## src/rtl/rc4x_pkg.sv

```systemverilog
package rc4x_pkg;

  typedef enum logic [3:0] {
    ST_IDLE, ST_INC, ST_RDSI, ST_LDSI, ST_RDSJ, ST_LDSJ,
    ST_WRI, ST_WRJ, ST_RDF, ST_LDF, ST_OUT, ST_DONE
  } engState_e;

  typedef enum logic [1:0] {
    SEL_I, SEL_J, SEL_SUM
  } addrSel_e;

  typedef struct packed {
    logic     clr;
    logic     incI;
    logic     ldSi;
    logic     ldSj;
    logic     ldF;
    logic     incK;
    addrSel_e addrSel;
    logic     wrEn;
    logic     wrSj;
    logic     plainWr;
  } ctrlStrobe_t;

endpackage

```

## src/rtl/rc4x_ctrl.sv

```systemverilog
module rc4x_ctrl
  import rc4x_pkg::*;
(
  input  logic        clk,
  input  logic        rstN,
  input  logic        start,
  input  logic        kLast,
  output ctrlStrobe_t strobe,
  output logic        done
);

  engState_e stateQ, stateD;

  always_ff @(posedge clk or negedge rstN) begin
    if (!rstN) stateQ <= ST_IDLE;
    else       stateQ <= stateD;
  end

  always_comb begin
    stateD = stateQ;
    strobe = '0;
    strobe.addrSel = SEL_I;
    unique case (stateQ)
      ST_IDLE, ST_DONE: begin
        if (start) begin
          strobe.clr = 1'b1;
          stateD = ST_INC;
        end
      end
      ST_INC: begin
        strobe.incI = 1'b1;
        stateD = ST_RDSI;
      end
      ST_RDSI: stateD = ST_LDSI;
      ST_LDSI: begin
        strobe.ldSi = 1'b1;
        stateD = ST_RDSJ;
      end
      ST_RDSJ: begin
        strobe.addrSel = SEL_J;
        stateD = ST_LDSJ;
      end
      ST_LDSJ: begin
        strobe.ldSj = 1'b1;
        stateD = ST_WRI;
      end
      ST_WRI: begin
        strobe.wrEn = 1'b1;
        strobe.wrSj = 1'b1;
        stateD = ST_WRJ;
      end
      ST_WRJ: begin
        strobe.addrSel = SEL_J;
        strobe.wrEn = 1'b1;
        stateD = ST_RDF;
      end
      ST_RDF: begin
        strobe.addrSel = SEL_SUM;
        stateD = ST_LDF;
      end
      ST_LDF: begin
        strobe.ldF = 1'b1;
        stateD = ST_OUT;
      end
      ST_OUT: begin
        strobe.plainWr = 1'b1;
        strobe.incK = 1'b1;
        stateD = kLast ? ST_DONE : ST_INC;
      end
      default: stateD = ST_IDLE;
    endcase
  end

  assign done = (stateQ == ST_DONE);

endmodule

```

## src/rtl/rc4x_datapath.sv

```systemverilog
module rc4x_datapath
  import rc4x_pkg::*;
#(
  parameter int IDX_W   = 8,
  parameter int MSG_LEN = 32,
  localparam int MSG_AW = $clog2(MSG_LEN)
) (
  input  logic              clk,
  input  logic              rstN,
  input  ctrlStrobe_t       strobe,
  input  logic [IDX_W-1:0]  workRdData,
  input  logic [IDX_W-1:0]  cipherRdData,
  output logic [IDX_W-1:0]  workAddr,
  output logic [IDX_W-1:0]  workWrData,
  output logic              workWrEn,
  output logic [MSG_AW-1:0] cipherAddr,
  output logic [MSG_AW-1:0] plainAddr,
  output logic [IDX_W-1:0]  plainWrData,
  output logic              plainWrEn,
  output logic              byteValid,
  output logic [IDX_W-1:0]  byteOut,
  output logic              kLast
);

  localparam logic [MSG_AW-1:0] K_LAST = MSG_AW'(MSG_LEN - 1);

  logic [IDX_W-1:0]  iIdx, jIdx, siVal, sjVal, fByte, cByte;
  logic [MSG_AW-1:0] kIdx;
  logic [IDX_W-1:0]  sumIdx;

  always_ff @(posedge clk or negedge rstN) begin
    if (!rstN) begin
      iIdx  <= '0;
      jIdx  <= '0;
      siVal <= '0;
      sjVal <= '0;
      fByte <= '0;
      cByte <= '0;
      kIdx  <= '0;
    end else begin
      if (strobe.clr) begin
        iIdx <= '0;
        jIdx <= '0;
        kIdx <= '0;
      end
      if (strobe.incI) iIdx <= iIdx + 1'b1;
      if (strobe.ldSi) begin
        siVal <= workRdData;
        jIdx  <= jIdx + workRdData;
      end
      if (strobe.ldSj) sjVal <= workRdData;
      if (strobe.ldF) begin
        fByte <= workRdData;
        cByte <= cipherRdData;
      end
      if (strobe.incK) kIdx <= kIdx + 1'b1;
    end
  end

  // After the exchange s[i]=sjVal and s[j]=siVal; the sum is order-free.
  assign sumIdx = siVal + sjVal;

  always_comb begin
    unique case (strobe.addrSel)
      SEL_J:   workAddr = jIdx;
      SEL_SUM: workAddr = sumIdx;
      default: workAddr = iIdx;
    endcase
  end

  assign workWrData  = strobe.wrSj ? sjVal : siVal;
  assign workWrEn    = strobe.wrEn;
  assign cipherAddr  = kIdx;
  assign plainAddr   = kIdx;
  assign plainWrData = fByte ^ cByte;
  assign plainWrEn   = strobe.plainWr;
  assign byteValid   = strobe.plainWr;
  assign byteOut     = fByte ^ cByte;
  assign kLast       = (kIdx == K_LAST);

endmodule

```

## src/rtl/rc4x_engine.sv

```systemverilog
module rc4x_engine
  import rc4x_pkg::*;
#(
  parameter int IDX_W   = 8,
  parameter int MSG_LEN = 32,
  localparam int MSG_AW = $clog2(MSG_LEN)
) (
  input  logic              clk,
  input  logic              rstN,
  input  logic              start,
  output logic              done,
  output logic [IDX_W-1:0]  workAddr,
  output logic [IDX_W-1:0]  workWrData,
  output logic              workWrEn,
  input  logic [IDX_W-1:0]  workRdData,
  output logic [MSG_AW-1:0] cipherAddr,
  input  logic [IDX_W-1:0]  cipherRdData,
  output logic [MSG_AW-1:0] plainAddr,
  output logic [IDX_W-1:0]  plainWrData,
  output logic              plainWrEn,
  output logic              byteValid,
  output logic [IDX_W-1:0]  byteOut
);

  ctrlStrobe_t strobe;
  logic        kLast;

  rc4x_ctrl ctrl_i (
    .clk    (clk),
    .rstN   (rstN),
    .start  (start),
    .kLast  (kLast),
    .strobe (strobe),
    .done   (done)
  );

  rc4x_datapath #(.IDX_W(IDX_W), .MSG_LEN(MSG_LEN)) dp_i (
    .clk          (clk),
    .rstN         (rstN),
    .strobe       (strobe),
    .workRdData   (workRdData),
    .cipherRdData (cipherRdData),
    .workAddr     (workAddr),
    .workWrData   (workWrData),
    .workWrEn     (workWrEn),
    .cipherAddr   (cipherAddr),
    .plainAddr    (plainAddr),
    .plainWrData  (plainWrData),
    .plainWrEn    (plainWrEn),
    .byteValid    (byteValid),
    .byteOut      (byteOut),
    .kLast        (kLast)
  );

endmodule

```

## config.mk

```make
export PLATFORM = sky130hd
export DESIGN_NAME = rc4x_engine
export DESIGN_NICKNAME = d
export VERILOG_FILES = /design/src/rtl/rc4x_pkg.sv /design/src/rtl/rc4x_ctrl.sv /design/src/rtl/rc4x_datapath.sv /design/src/rtl/rc4x_engine.sv
export SDC_FILE = /design/constraint.sdc
export NUM_CORES = 1
export LEC_CHECK = 0
export ABC_AREA = 1
export BUFFER_PORTS_ARGS = -buffer_cell sky130_fd_sc_hd__buf_2
export CAP_MARGIN = 20
export CORE_ASPECT_RATIO = 1.25
export CORE_MARGIN = 2
export CORE_UTILIZATION = 56
export CTS_CLUSTER_DIAMETER = 40
export DETAILED_ROUTE_END_ITERATION = 7
export PLACE_DENSITY = 0.9
export SLEW_MARGIN = 10
export SYNTH_ARGS = -nofsm -noshare
export SYNTH_HDL_FRONTEND = slang
export SYNTH_HIERARCHICAL = 1
export SYNTH_SLANG_ARGS = --single-unit
```

## constraint.sdc

```tcl
create_clock -name clk -period 2.3 [get_ports clk]
set_input_delay 0.46 -clock clk [delete_from_list [all_inputs] [get_ports clk]]
set_output_delay 0.46 -clock clk [all_outputs]
set_load 0.05 [all_outputs]
```

# After elaboration in Yosys (flattened, before gate mapping)
# Index checks and enable logic that the tools add are counted.
classes:
  add_sub_neg: 4
  n_eq_ne: 15
  muxes: 20
  n_bitwise: 1
  reduce_logical: 7
ops:
  columns: ["cell", "count"]
  rows:
  - ["$pmux W4 S11", 1]
  - ["$mux W8", 4]
  - ["$add A8 B8 Y8", 2]
  - ["$eq A4 B3 Y1 const B", 4]
  - ["$eq A4 B4 Y1 const B", 4]
  - ["$pmux W8 S2", 1]
  - ["$mux W5", 2]
  - ["$mux W1", 9]
  - ["$add A8 B1 Y8 const B", 1]
  - ["$eq A4 B2 Y1 const B", 2]
  - ["$mux W4", 2]
  - ["$xor A8 B8 Y8", 1]
  - ["$reduce_bool A2 Y1", 3]
  - ["$reduce_or A2 Y1", 3]
  - ["$add A5 B1 Y5 const B", 1]
  - ["$eq A5 B5 Y1 const B", 1]
  - ["$eq A4 B1 Y1 const B", 1]
  - ["$logic_not A4 Y1", 1]
  - ["$pmux W2 S2", 1]
  - ["$eq A2 B1 Y1 const B", 1]
  - ["$eq A2 B2 Y1 const B", 1]
  - ["$ne A2 B2 Y1 const B", 1]
word_totals:
  register_bits: 57
  input_bits: 19
  output_inout_bits: 46
  word_cells: 55

# Depth between registers and ports, before layout
# Gate-level depths: netlist (run 1).
depth:
  ltp_word: 5
  ltp_mapped: 11
  depth_no_buf: 11

# Modules after synthesis
# The synthesis (run 1) kept the hierarchy.
by_module_without_submodules:
  columns: ["mod", "n_inst", "cells_each", "area_per_inst_um2", "seq_area_each_um2"]
  rows:
  - ["rc4x_datapath", 1, 365, 3183.1, 1326.3]
  - ["rc4x_ctrl", 1, 51, 321.6, 100.1]

# Worst setup path before layout (run 1)
# OpenSTA, ideal clock, no wires.
synth_timing:
  path_kind: "reg-to-output"
  startpoint: "register ctrl_i.stateQ[3]"
  endpoint: "output workAddr[2]"
  t_arrival_ns: 2.237
  required_time_ns: 1.840
  setup_slack_ns: -0.397
  stages_incl_launch_ff: 9
  n_path_buf: 1
  cell_sequence: "dfrtp_1 > inv_2 > nand2_2 > a21oi_1 > inv_1 > ha_1 > clkbuf_1 > a21oi_1 > a22oi_1"
synth_rtl:
  columns: ["item", "line", "text"]
  rows:
  - ["start: declaration", "rc4x_ctrl.sv:12", "engState_e stateQ, stateD;"]
  - ["start signal: assignment", "rc4x_ctrl.sv:16", "else stateQ <= stateD;"]
  - ["end: declaration", "rc4x_engine.sv:12", "output logic [IDX_W-1:0] workAddr,"]

# Worst setup path in the final report (run 1)
layout_timing:
  startpoint: "register dp_i.sjVal[0]"
  endpoint: "output workAddr[6]"
layout_via:
  elab_chain_len: 2
layout_lines:
  columns: ["item", "line", "text"]
  rows:
  - ["start: declaration", "rc4x_datapath.sv:27", "logic [IDX_W-1:0] iIdx, jIdx, siVal, sjVal, fByte, cByte;"]
  - ["start signal: assignment", "rc4x_datapath.sv:51", "if (strobe.ldSj) sjVal <= workRdData;"]
  - ["$add A8 B8 Y8", "rc4x_datapath.sv:61", "assign sumIdx = siVal + sjVal;"]
  - ["$pmux W8 S2", "rc4x_datapath.sv:64", "unique case (strobe.addrSel)"]
# Every way passes these cells.

==> metrics.md, run 1 <==
| Metric | Value |
|---|---|
| Status | `finished with violations` |
| Mapped Cells | `416` |
| Cts hold-fix bufs | `0` |
| Routability cong. | `0.893` |
| Ratio of cells with drive above 1 in the final layout | `0.437` |
| CP endpoint kind | `output port` |
| GRT met1 Usage | `0.343` |
| Antenna violations before repair | `0` |
| CP delay by family, top | `adder cells` |
| Worst path bufs/invs | `1` |
| Worst slack, placed | `-82.0 ps` |
| DIE WIDTH | `74.8 um` |
| Die height | `92.4 um` |
| Grt total ovfl | `0` |
| Core ar. | `6130 um^2` |
| HP Class | `in -> async` |
| Clock skew | `9.76 ps` |
| DRC violations left | `0` |
| Worst VDD drop | `0.578 mV` |
| Simple-Gate Fraction of Synth Area | `0.189` |
| Mapped Nets | `456` |
| M3 GR Usage | `0.0653` |
| # clock sinks | `57` |
| Area contributors post-synth | `dfrtp_1 41%, nand2_1 8.8%, mux2_2 7.7%` |
| Die area | `6910 um^2` |
| Syn_area_per_cell | `8.42 um^2` |
| N_diodes | `0` |
| Post-synthesis xor/xnor area fraction | `0.0250` |
| Clk Latency, worst-skew pair | `340 ps` |
| Ys Warns | `6` |
| Worst Path Class, Setup | `reg -> out` |
| M2 GR Usage | `0.537` |
| Mean routed wirelength per cell | `19.2 um` |
| Worst slew margin | `0.551` |
| Area Overhead vs Synth | `35.7%` |
| Net Switching | `1.09 mW` |
| Post-DP HPWL | `6.43 mm` |
| Power density cells | `665 nW/um^2` |
| Pint | `2.07 mW` |
| Final setup viols | `8` |
| Fin crit share | `1.11` |
| R2R cell count | `7` |
| First-pass GRT wire length | `16.2 mm` |
| Vias in the first global route | `3,519` |
| Via count | `3,536` |
| Max frequency | `0.391 GHz` |
| Port bufs | `64` |
| Mux cell area share after synthesis | `0.0771` |
| Starting Density | `0.572` |
| Max_cap viols | `0` |
| Final hold violations | `0` |
| Least-Margin Pin Slew | `672 ps` |
| Crit path required time | `1840 ps` |
| Setup WS post-layout | `-257 ps` |
| Adder-Cell Fraction of Synth Area | `0.0793` |
| IO Count | `65` |
| CTS clk-pin slew, worst paths | `70 ps` |
| Worst R2R Setup Slack | `170 ps` |
| Layer with the highest usage | `met2` |
| Critical path arrival | `2100 ps` |
| Failing checks | `setup timing` |
| Critical Path Max Stage Delay | `390 ps` |
| Gr usage total | `0.310` |
| Most frequent cells in the layout | `74 x nand2_1, 55 x dfrtp_1, 48 x buf_2` |
| DR pass1 iterations | `5` |
| Yosys top cell area share | `0.407` |
| Worst Path Max Fanout | `3` |
| ANT nets after route | `0` |
| Pwr Total | `3.16 mW` |
| Minimum clock period | `2560 ps` |
| Static Leak | `2.28 nW` |
| Critical-path cell list | `ha_2, fa_2, nand3_2, nand2_2, nand2_2, nand2_1, nand2_1, nand3_2, a21oi_4, buf_6` |
| Htree depth | `3` |
| RSZ-0062 raised after global routing | `yes` |
| Seq/Total Area, Yosys | `0.407` |
| 1st-iter DRT viols | `371` |
| CTS tree | `built` |
| Final net count | `543` |
| Clk root buf | `clkbuf_8` |
| Slowest stage cell, crit path | `dfrtp_1` |
| Crit Reg-Reg Startpoint | `ctrl_i/stateQ[0]` |
| Largest net degree at the start of global routing | `25` |
| Largest family of logic cells by synthesized area | `simple AND/OR/NAND/NOR gates` |
| CP Launch Type | `flop` |
| Placed cells | `562` |
| Mapped Area | `3500 um^2` |
| Compound-Gate Fraction of Synth Area | `0.116` |
| RR Endpoint | `dp_i/fByte[0]` |
| Top cell type by total area after synthesis | `dfrtp_1` |
| WL final | `11.4 mm` |
| Vias/cell | `5.96` |
| Row count | `32` |
| Clock Power Share | `0.342` |
| Cts bufs inserted | `9` |
| Net Sw Frac | `0.346` |
| Gate power share | `0.266` |
| Most common cell after layout, fill and taps aside | `nand2_1` |
| Synth Register Bits | `57` |
| Reg power frac | `0.392` |
| CTS max path bufs | `2` |
| Final Max Tran Viols | `0` |
| Post-synth cell types | `32` |
| Final std cells w/o fill | `593` |
[worst max-delay path by stage]
stage,endpoint,slack [ps],start,cells past startpoint
finish,workAddr[6],-260,dp_i/sjVal[0],10
global route,workAddr[6],-350,dp_i/siVal[0],10
CTS,workAddr[4],-140,dp_i/siVal[0],8
detailed placement,workAddr[6],-80,ctrl_i/stateQ[1],9
global placement,workAddr[6],-20,ctrl_i/stateQ[2],8
floorplan,workWrData[5],-150,ctrl_i/stateQ[1],6
[stage by stage]
stage | util | cell area, um^2 | hold slack (ps) | TNS, ps
2_1_floorplan | - | 3560 | 164 | -295
3_3_place_gp | 0.651 | 3990 | 461 | -16.5
3_5_place_dp | 0.651 | 3990 | 472 | -344
4_1_cts | 0.743 | 4550 | 114 | -872
5_1_grt | 0.776 | 4760 | 126 | -2080
6_report | 0.776 | 4760 | 110 | -1660
[power groups by stage]
stage / logic, mW / registers [mW] / clock network (mW)
2_1_floorplan: 0.577 / 1.18 / 0
3_3_place_gp: 0.688 / 1.22 / 0
3_5_place_dp: 0.730 / 1.22 / 0
4_1_cts: 0.771 / 1.22 / 1.08
5_1_grt: 0.932 / 1.24 / 1.14
6_report: 0.840 / 1.24 / 1.08
[routing by layer]
metal / part of all wire / vias to the layer above
li1: - / 1526
met1: 0.35 / 1688
met2: 0.52 / 242
met3: 0.070 / 80
met4: 0.062 / 0
met5: 0 / -
[Yosys cell counts (all sizes together)]
master,instances
a22o,5
a31o,1
fa,2
a32o,1
a21oi,26
a22oi,3
nor2,32
a21o,1
nand2,86
nand3,20
nand4,6
ha,19
dfrtp,57
xor2,10
inv,53
nand3b,1
a21boi,2
mux2,24
nor3,3
buf,23
o21ai,34
clkbuf,4
or2,3
[worst register-to-register path: cells and delay by family, from the launching register on]
kind | cells | cell delay (ps)
DFF | 1 | 440
muxes | 1 | 420
buffers and inverters | 4 | 860
and+or+nand+nor | 2 | 280
[what timing repair did]
item,4_1_cts,5_1_grt
gates resized for setup,70,56
buffers inserted,12,4
gates cloned,1,0
pin swaps,9,6
endpoints found under the setup margin,16,16
[cell families after synthesis]
logic type                 Yosys count
muxes                               24
adders and majority gates           21
AOI/OAI and AO/OA                   73
buffers and inverters               80
xor gates and xnor gates            10
DFF                                 57
and+or+nand+nor                    151
[flip-flops by register name, summed over array words and instances, names as in the netlist]
name / cells
ctrl_i/stateQ: 4
dp_i/jIdx: 8
dp_i/cByte: 8
dp_i/siVal: 8
dp_i/sjVal: 8
dp_i/fByte: 8
dp_i/iIdx: 8
dp_i/cipherAddr: 5
[layout make-up]
type	instances	area [um^2]
Fill cell	357	1370
Clock inverter	2	60.1
Timing Repair Buffer	103	756
Inverter	53	211
Sequential cell	57	1430
Tap cell	85	106
Clock buffer	14	163
Multi-Input combinational cell	279	2030
Note: power is estimated with default switching activity, not from simulation.
==> inputs of run 2 (changes only) <==
Settings changed: REMOVE_ABC_BUFFERS from default to 1.
==> run 2 against run 1 <==
The flow still finishes with violations (setup timing); die area stayed put; routed wire length is 9.1% lower; via count is 0.93% lower; clock power is 26% lower; sequential share of layout area is 1.5 points higher; total power is 11% lower; final area is 4.9% lower; count of clock-buffer cells in the layout is 4 lower.
==> metrics.md, run 2 (synthesized netlist as in run 1, its figures left out) <==
| Metric | Value |
|---|---|
| Final hold violations | `0 (unchanged)` |
| N_diodes | `0 (unchanged)` |
| DRC violations left | `0 (unchanged)` |
| Worst VDD drop | `0.686 mV (+19%)` |
| Most common cell after layout, fill and taps aside | `nand2_1` |
| CP Launch Type | `flop` |
| Fin crit share | `1.11 (+0.00320)` |
| DIE WIDTH | `74.8 um (unchanged)` |
| Crit Reg-Reg Startpoint | `ctrl_i/stateQ[0]` |
| Routability cong. | `0.879 (-1.6%)` |
| ANT nets after route | `0 (unchanged)` |
| Cts hold-fix bufs | `0 (unchanged)` |
| Mean routed wirelength per cell | `17.5 um (-8.7%)` |
| Clock Power Share | `0.287 (-0.055)` |
| RR Endpoint | `dp_i/iIdx[5]` |
| Gate power share | `0.277 (+0.011)` |
| CP Launch Point | `ctrl_i/stateQ[1]` |
| Critical path arrival | `2100 ps (about the same)` |
| Grt total ovfl | `0 (unchanged)` |
| Htree depth | `3 (unchanged)` |
| HP Class | `in -> async` |
| Net Switching | `1.04 mW (-4.8%)` |
| Least-Margin Pin Slew | `635 ps (-37.8 ps)` |
| Via count | `3,503 (-0.93%)` |
| Vias/cell | `5.94 (-0.43%)` |
| Die area | `6910 um^2 (unchanged)` |
| Antenna violations before repair | `0 (unchanged)` |
| Cts bufs inserted | `9 (unchanged)` |
| IO Count | `65 (unchanged)` |
| Power density cells | `620 nW/um^2 (-6.7%)` |
| RSZ-0062 raised after global routing | `yes` |
| Status | `finished with violations` |
| Net Sw Frac | `0.371 (+0.0253)` |
| Worst slack, placed | `-7.74 ps (+74.3 ps)` |
| Worst Path Max Fanout | `6 (+3)` |
| Core ar. | `6130 um^2 (unchanged)` |
| Minimum clock period | `2560 ps (+7.37 ps)` |
| Max frequency | `0.390 GHz (-0.29%)` |
| First-pass GRT wire length | `15.1 mm (-6.9%)` |
| Reg power frac | `0.436 (+0.044)` |
| Post-DP HPWL | `6.03 mm (-6.2%)` |
| Pint | `1.77 mW (-15%)` |
| Clk Latency, worst-skew pair | `340 ps (about the same)` |
| Failing checks | `setup timing` |
| Row count | `32 (unchanged)` |
| Static Leak | `2.20 nW (-3.6%)` |
| Fillcell total | `376 (+5.3%)` |
| Final net count | `540 (-0.55%)` |
| Die height | `92.4 um (unchanged)` |
| DR pass1 iterations | `6 (+1)` |
| Gr usage total | `0.289 (-0.0213)` |
| Ratio of cells with drive above 1 in the final layout | `0.410 (-0.0271)` |
| Final setup viols | `16 (+8)` |
| Fin area | `4520 um^2 (-4.9%)` |
| CTS clk-pin slew, worst paths | `70 ps (about the same)` |
| Port bufs | `64 (unchanged)` |
| WL final | `10.3 mm (-9.1%)` |
| R2R cell count | `14 (+7)` |
| CP endpoint kind | `output port` |
| Final core occ | `0.739 (-0.0378)` |
| Setup WS post-layout | `-264 ps (-7.37 ps)` |
| Critical Path End | `workAddr[6]` |
| 1st-iter DRT viols | `462 (+25%)` |
| Post-DP Area | `3950 um^2 (-1.0%)` |
| Worst hold slack | `31.7 ps (-78.4 ps)` |
| Largest net degree at the start of global routing | `25 (unchanged)` |
| Worst slew margin | `0.575 (+0.0241)` |
| Clk root buf | `clkbuf_8` |
| Vias in the first global route | `3,268 (-7.1%)` |
| Starting Density | `0.572 (unchanged)` |
| Clock skew | `7.71 ps (-2.06 ps)` |
| Crit path required time | `1840 ps (about the same)` |
| Worst R2R Setup Slack | `170 ps (about the same)` |
| Worst Path Class, Setup | `reg -> out` |
| CTS tree | `built` |
| Max_cap viols | `0 (unchanged)` |
| Pwr Total | `2.81 mW (-11%)` |
| CTS max path bufs | `2 (unchanged)` |
| Most frequent cells in the layout | `72 x nand2_1, 57 x dfrtp_1, 48 x buf_2` |
| # clock sinks | `57 (unchanged)` |
| Final Max Tran Viols | `0 (unchanged)` |
| Area Overhead vs Synth | `29.1%` |
-- run 2: changes by cell type in the layout (fill, tap and decap cells not counted), sizes merged --
cell,change
buf,-5
bufinv,-2
clkbuf,-2
clkinv,+3
clkinvlp,+2
inv,+1
-- run 2: repair_timing --
action                                  4_1_cts  5_1_grt
resized for setup                            66       27
buffers inserted                              6        5
gates cloned                                  0        1
pin swaps                                    13        8
endpoints found under the setup margin       14       16
-- run 2: worst min-delay path by stage --
| stage | slack (ps) | end | start |
|---|---|---|---|
| 5_1_grt | 40 | dp_i/cByte[6] | rstN |
| 2_1_floorplan | 160 | ctrl_i/stateQ[0] | rstN |
| 3_3_place_gp | 400 | dp_i/cByte[5] | rstN |
| 4_1_cts | 30 | dp_i/cByte[6] | rstN |
| 3_5_place_dp | 400 | dp_i/cByte[6] | rstN |
| 6_report | 30 | dp_i/cByte[6] | rstN |
-- run 2: power by group through the flow --
stage / Combinational, mW / Sequential [mW] / Clock [mW]
final: 0.777 / 1.22 / 0.804
after global routing: 0.862 / 1.23 / 0.870
after CTS: 0.750 / 1.21 / 0.808
after floorplan: 0.556 / 1.18 / 0
after global placement: 0.690 / 1.21 / 0
after detailed placement: 0.719 / 1.22 / 0
-- run 2: worst max-delay path, stage by stage, from the launching register on --
cell,delay (ps)
dfrtp_1,400
buf_4,140
nand2_2,80
a21oi_4,160
inv_2,70
ha_4,310
buf_6,130
inv_8,40
nor2_1,190
a21oi_2,60
buf_6,160
-- run 2: final cells by class --
cell class,count,area (um^2),share of cell area
multi-input combinational,279,1940,0.429
timing repair buffer,100,679,0.150
clock buffer,10,128,0.0282
sequential,57,1430,0.315
tap,85,106,0.0235
inverter,53,206,0.0456
clock inverter,6,35.0,0.00774
-- run 2: metal layers --
| layer | wire length, um | vias up | global-route usage |
|---|---|---|---|
| li1 | - | 1521 | - |
| met1 | 3750 | 1650 | 0.356 |
| met2 | 5040 | 262 | 0.458 |
| met3 | 952 | 70 | 0.0696 |
| met4 | 603 | 0 | 0.161 |
| met5 | 0 | - | 0 |
-- run 2: stage by stage --
step | TNS, ps | std cells
floorplan | -5470 | 389
CTS | -925 | 584
detailed placement | -15.4 | 563
finish | -1970 | 590
global placement | 0 | 563
global route | -2790 | 590
